<file path="src/rtl/fl_pkg.sv">
package fl_pkg;

    typedef enum logic [1:0] {
        FL_OFF   = 2'd0,
        FL_HELD  = 2'd1,
        FL_TIMED = 2'd2
    } fl_mode_e;

    typedef enum logic [1:0] {
        ST_NORM  = 2'd0,
        ST_HOLD  = 2'd1,
        ST_TIMED = 2'd2
    } fl_state_e;

endpackage

</file>
<file path="src/rtl/fl_mode_decode.sv">
module fl_mode_decode
    import fl_pkg::*;
(
    input  logic [1:0] field_i,
    output fl_mode_e   mode_o
);

    // bit 1 enables fastlock, bit 0 picks timed over software-held
    always_comb begin
        unique case (field_i)
            2'b10:   mode_o = FL_HELD;
            2'b11:   mode_o = FL_TIMED;
            default: mode_o = FL_OFF;
        endcase
    end

endmodule

</file>
<file path="src/rtl/fl_timeout_ctr.sv">
module fl_timeout_ctr #(
    parameter int TC_W    = 4,
    parameter int TO_BASE = 3,
    parameter int TO_STEP = 4,
    parameter int CNT_W   = 6
) (
    input  logic            clk,
    input  logic            rst_n,
    input  logic            start_i,
    input  logic            tick_i,
    input  logic            run_i,
    input  logic [TC_W-1:0] tc_sel_i,
    output logic            expire_o
);

    logic [CNT_W-1:0] remain_q;
    logic [CNT_W-1:0] load_val;

    always_comb begin
        load_val = CNT_W'(TO_BASE) + CNT_W'(TO_STEP) * CNT_W'(tc_sel_i);
    end

    always_ff @(posedge clk or negedge rst_n) begin
        if (!rst_n) begin
            remain_q <= '0;
        end else if (start_i) begin
            remain_q <= load_val;
        end else if (run_i && tick_i && remain_q != '0) begin
            remain_q <= remain_q - 1'b1;
        end
    end

    assign expire_o = run_i && tick_i && !start_i && (remain_q <= CNT_W'(1));

endmodule

</file>
<file path="src/rtl/fl_code_sel.sv">
module fl_code_sel #(
    parameter int CODE_W = 3
) (
    input  logic              pick_fast_i,
    input  logic [CODE_W-1:0] norm_i,
    input  logic [CODE_W-1:0] fast_i,
    output logic [CODE_W-1:0] code_o
);

    for (genvar b = 0; b < CODE_W; b++) begin : g_bit
        assign code_o[b] = pick_fast_i ? fast_i[b] : norm_i[b];
    end

endmodule

</file>
<file path="src/rtl/fastlock_cur_sel.sv">
module fastlock_cur_sel
    import fl_pkg::*;
#(
    parameter int CODE_W  = 3,
    parameter int TC_W    = 4,
    parameter int TO_BASE = 3,
    parameter int TO_STEP = 4
) (
    input  logic              clk,
    input  logic              rst_n,
    input  logic [CODE_W-1:0] cur_norm_i,
    input  logic [CODE_W-1:0] cur_fast_i,
    input  logic [1:0]        fl_mode_i,
    input  logic [TC_W-1:0]   timer_sel_i,
    input  logic              pfd_tick_i,
    input  logic              load_i,
    input  logic              sw_fast_i,
    output logic [CODE_W-1:0] cp_code_o,
    output logic              fast_active_o
);

    localparam int MAX_TO = TO_BASE + TO_STEP * ((1 << TC_W) - 1);
    localparam int CNT_W  = $clog2(MAX_TO + 1);

    fl_mode_e  mode;
    fl_state_e state_q;
    fl_state_e state_d;
    logic      start_cnt;
    logic      expire;
    logic      pick_fast;

    fl_mode_decode u_dec (
        .field_i (fl_mode_i),
        .mode_o  (mode)
    );

    assign start_cnt = (mode == FL_TIMED) && load_i;

    fl_timeout_ctr #(
        .TC_W    (TC_W),
        .TO_BASE (TO_BASE),
        .TO_STEP (TO_STEP),
        .CNT_W   (CNT_W)
    ) u_ctr (
        .clk      (clk),
        .rst_n    (rst_n),
        .start_i  (start_cnt),
        .tick_i   (pfd_tick_i),
        .run_i    (state_q == ST_TIMED),
        .tc_sel_i (timer_sel_i),
        .expire_o (expire)
    );

    // next-state logic
    always_comb begin
        state_d = state_q;
        unique case (state_q)
            ST_NORM: begin
                if (mode == FL_HELD && sw_fast_i)   state_d = ST_HOLD;   // NORM_TO_HOLD
                else if (start_cnt)                 state_d = ST_TIMED;  // ANY_TO_TIMED
            end
            ST_HOLD: begin
                if (start_cnt)                      state_d = ST_TIMED;  // ANY_TO_TIMED
                else if (mode != FL_HELD)           state_d = ST_NORM;   // FORCE_NORM
                else if (!sw_fast_i)                state_d = ST_NORM;   // HOLD_TO_NORM
            end
            ST_TIMED: begin
                if (start_cnt)                      state_d = ST_TIMED;  // TIMED_RELOAD
                else if (mode == FL_HELD)           state_d = sw_fast_i ? ST_HOLD : ST_NORM;
                else if (mode == FL_OFF)            state_d = ST_NORM;   // FORCE_NORM
                else if (expire)                    state_d = ST_NORM;   // TIMED_EXPIRE
            end
            default:                                state_d = ST_NORM;
        endcase
    end

    // state register
    always_ff @(posedge clk or negedge rst_n) begin
        if (!rst_n) state_q <= ST_NORM;
        else        state_q <= state_d;
    end

    // outputs
    always_comb begin
        pick_fast     = (state_q == ST_HOLD) || (state_q == ST_TIMED);
        fast_active_o = pick_fast;
    end

    fl_code_sel #(
        .CODE_W (CODE_W)
    ) u_mux (
        .pick_fast_i (pick_fast),
        .norm_i      (cur_norm_i),
        .fast_i      (cur_fast_i),
        .code_o      (cp_code_o)
    );

endmodule

</file>
<file path="config.mk">
export PLATFORM = sky130hd
export DESIGN_NAME = fastlock_cur_sel
export DESIGN_NICKNAME = d
export VERILOG_FILES = /design/src/rtl/fl_pkg.sv /design/src/rtl/fl_mode_decode.sv /design/src/rtl/fl_timeout_ctr.sv /design/src/rtl/fl_code_sel.sv /design/src/rtl/fastlock_cur_sel.sv
export SDC_FILE = /design/constraint.sdc
export NUM_CORES = 1
export LEC_CHECK = 0
export BUFFER_PORTS_ARGS = -buffer_cell sky130_fd_sc_hd__buf_2
export CORE_UTILIZATION = 49
export DETAILED_ROUTE_END_ITERATION = 7
export PLACE_DENSITY_LB_ADDON = 0.08
export RECOVER_POWER = 100
export SYNTH_ARGS = -nofsm -noshare
export SYNTH_HDL_FRONTEND = slang
export SYNTH_HIERARCHICAL = 1
export SYNTH_SLANG_ARGS = --single-unit
</file>
<file path="constraint.sdc">
create_clock -name clk -period 2.4 [get_ports clk]
set_input_delay 0.24 -clock clk [delete_from_list [all_inputs] [get_ports clk]]
set_output_delay 0.24 -clock clk [all_outputs]
set_load 0.05 [all_outputs]
</file>
==> results by stage <==
GRT:
- The first-pass GRT wire length is approximately 2300 um.
- The number of antenna violations at the first check in global routing is 0.
- The largest net degree at the start of global routing is 12.
- Across every metal layer, demand over resource in global routing totals 0.231.
- The number of global-route vias before repair is 513.
- The total overflow left after global routing is 0.

CTS:
- The number of instances resized during post-cts repair is 0.
- The total of hold buffers inserted after clock tree synthesis is 1.
- The root buffer cell chosen for the clock tree is clkbuf_4.
- The TritonCTS clock tree is built.
- Buffers added to address setup during post-CTS repair amount to 0.
- The clock reaches the later pin of the worst-skew pair after about 0.26 ns.
- Clock-pin slew was measured on the worst setup and hold paths at 0.06 ns.
- The maximum level of the CTS H-tree is 1.
- CTS saw 8 sinks.
- Buffers inserted during clock tree synthesis total 3.
- The longest clock path from root to sink contains 2 buffers.

STA:
- The setup slack of the critical path after layout is ~0.38 ns.
- Derived from the worst setup path, the maximum achievable clock frequency is approximately 0.49 GHz.
- The max-slew violation count is 0.
- Setup repair after global routing left no endpoint under its margin.
- The final count of hold timing violations is 0.
- Across the routed clock network, the largest skew measured is 0.00690 ns.
- Counting I/O delays and the setup requirement, the final critical path takes 2.02 ns.
- The part of the cycle the worst path needs is 0.843.
- The transition time at the pin with the least slew margin is around 0.59 ns.
- The number of endpoints failing setup at the final stage is 0.
- In this run the tightest slew margin relative to its limit is 0.608.
- The post-route setup TNS is 0 ns.
- The final-layout worst hold slack is 0.213 ns.

Placed design:
- At the end of routability-driven placement, the weighted congestion stood at around 0.74.
- The instance count after placement with tap cells included is 106.
- Prior to clock tree synthesis, the placed netlist has a worst setup slack of between 0.4 and 0.5 ns.
- The placement-stage cell area is 797 sq um.
- Detailed placement ended at an HPWL of between 1000 and 1500 um.
- During placement, the flow inserted port buffers numbering 20.

Yosys:
- The per-instance average area after synthesis is between 9 and 10 sq um.
- For this run, the number of Yosys warnings is 6.
- The synthesized instance count is between 70 and 80.
- The most instantiated flip-flop cell in the synthesis netlist is dfrtp_1.
- The mapped netlist covers between 600 and 700 sq um.
- Counting flops and latches in the post-synthesis netlist gives 8.
- After synthesis, the netlist uses 33 different library cells.
- The fraction of registers with async set/reset is 1.00.
- In this run, synthesis inferred 0 flip-flops with an integrated enable.
- The number of nets in the synthesized netlist is 96.
- Of the synthesized area, sequential elements account for 0.290.

Status:
- The flow ran to the end, and the final reports show no timing, DRC or antenna violations.

Final layout:
- The area used by multi-input combinational logic is 424 sq um.
- The top cell types in the final layout, fill and taps aside, are 15 x buf_2, 8 x dfrtp_1, 7 x ha_1.
- Once layout is done, the placed cells without fillers occupy approximately 790 sq um.
- At the end of the flow the core is filled with cells to 0.609.
- The most common cell after layout, fill and taps aside is buf_2.
- The count of cells in the finished layout, fillers not included, comes to 110.
- The number of antenna diodes in the final layout is 0.
- In the final layout, the share of cells above drive strength 1 is 0.284.
- The layout overhead on the synthesized area is 14.9%.
- The final-layout fill cell count is ~130.
- The net count of the finished layout is roughly 120.
- The sequential cells in the finished layout cover a total of roughly 200 sq um.

Floorplanning:
- After floorplanning, the core was sized to cover about 1300 sq um.
- The die is 39.5 um wide.
- The placement row count is 13.
- The initial standard-cell utilization of the core is 0.530.
- The die area is 1560 sq um.
- For this design the top-level I/O count stands at 21.
- The die height is 39.5 um.

Power and ir drop:
- The ratio of total power to cell area is between 1000 and 1500 nW/um^2.
- The leakage power of the design is between 0.3 and 0.4 nW.
- Summing internal, switching and leakage power gives between 0.8 and 0.9 mW.
- The worst IR drop on VDD is between 0.9 and 1 mV.

Worst setup path:
- The top fanout value on the critical path is 4.
- The path type of the worst setup path is reg2out.
- The category of the worst setup path launch point is a register.
- The endpoint arrival time on the critical path is 1.78 ns.
- The worst setup path is captured at an output pin.
- The number of cells on the worst reg-to-reg path is 7.
- The required time of the critical path is 2.16 ns.

Drt:
- The number of DRC markers in iteration 0 is 4.
- After detailed routing, the total wire length is 1440 um.
- The detail route stage leaves a number of antenna-violating nets equal to 0.
- The vias per cell is 5.51.
- The DRC violations left is 0.
- In the final routed layout, each cell accounts on average for 13.1 um.
- Summing over every cut layer, the via total after detailed routing is between 600 and 700.
- The count of TritonRoute iterations in the first routing pass is 3.

Hold path:
- The instance count along the most critical hold path is 3.
- The path class of the tightest hold or removal check is in2reg.

Job:
- Across the run, the number of max-cap violations was 0.
[path summary, 6_finish.rpt]
kind | from | end | slack [ns]
min in group asynchronous | rst_n | u_ctr/remain_q[0]$_DFFE_PN0P_ | 0.43
worst max register to register | state_q[0]$_DFFE_PN0P_ | state_q[0]$_DFFE_PN0P_ | 0.46
worst max-delay path | state_q[1]$_DFFE_PN0P_ | cp_code_o[1] | 0.38
max in group asynchronous | rst_n | u_ctr/remain_q[4]$_DFFE_PN0P_ | 1.65
worst min-delay path | timer_sel_i[3] | u_ctr/remain_q[5]$_DFFE_PN0P_ | 0.21
worst min register to register | state_q[0]$_DFFE_PN0P_ | state_q[0]$_DFFE_PN0P_ | 0.57
[power by group]
group / internal, mW / switching [mW]
registers: 0.195 / 0.0642
logic: 0.205 / 0.312
clock network: 0.0578 / 0.0533
total: 0.457 / 0.429
[registers in the layout, indices dropped and copies added (netlist names)]
| signal | flops |
|---|---|
| state_q | 2 |
| u_ctr/remain_q | 6 |
[cell families after synthesis]
kind of cell / after synthesis / share of synthesized area
adders and majority gates: 7 / 0.127
DFF: 8 / 0.290
buffers and inverters: 7 / 0.0490
and+or+nand+nor: 29 / 0.285
xor gates and xnor gates: 2 / 0.0254
AOI/OAI and AO/OA: 13 / 0.127
muxes: 6 / 0.0962
[Yosys cell counts, types with 2 or more instances]
| library cell | number | area, sq um |
|---|---|---|
| a21oi_1 | 4 | 20.0 |
| dfrtp_1 | 8 | 200 |
| ha_1 | 7 | 87.6 |
| inv_1 | 6 | 22.5 |
| mux2_2 | 5 | 56.3 |
| nand2_1 | 5 | 18.8 |
| nand2b_1 | 2 | 12.5 |
| nand3_1 | 2 | 10.0 |
| nand3b_1 | 2 | 15.0 |
| nor2_1 | 5 | 18.8 |
| nor4_1 | 2 | 12.5 |
| o21ai_0 | 2 | 10.0 |
| xnor2_1 | 2 | 17.5 |
[final cells by class]
class / instances / area share
Multi-Input combinational cell: 57 / 0.536
Timing Repair Buffer: 21 / 0.131
Tap cell: 15 / 0.0237
Clock buffer: 3 / 0.0284
Sequential cell: 8 / 0.253
Inverter: 6 / 0.0284
[routing by layer]
layer | share of wire | GRT usage | up-vias
met4 | 0.020 | 0.155 | 0
met1 | 0.46 | 0.277 | 281
met5 | 0 | 0 | -
met2 | 0.48 | 0.361 | 13
li1 | - | - | 308
met3 | 0.035 | 0.0511 | 4
[worst max-delay path, stage by stage (launching register included)]
cell and delay [ns]:
dfrtp_1 0.41, inv_1 0.08, ha_1 0.33, mux2_2 0.24, clkbuf_1 0.46
Power figures use the tool's default switching activity.
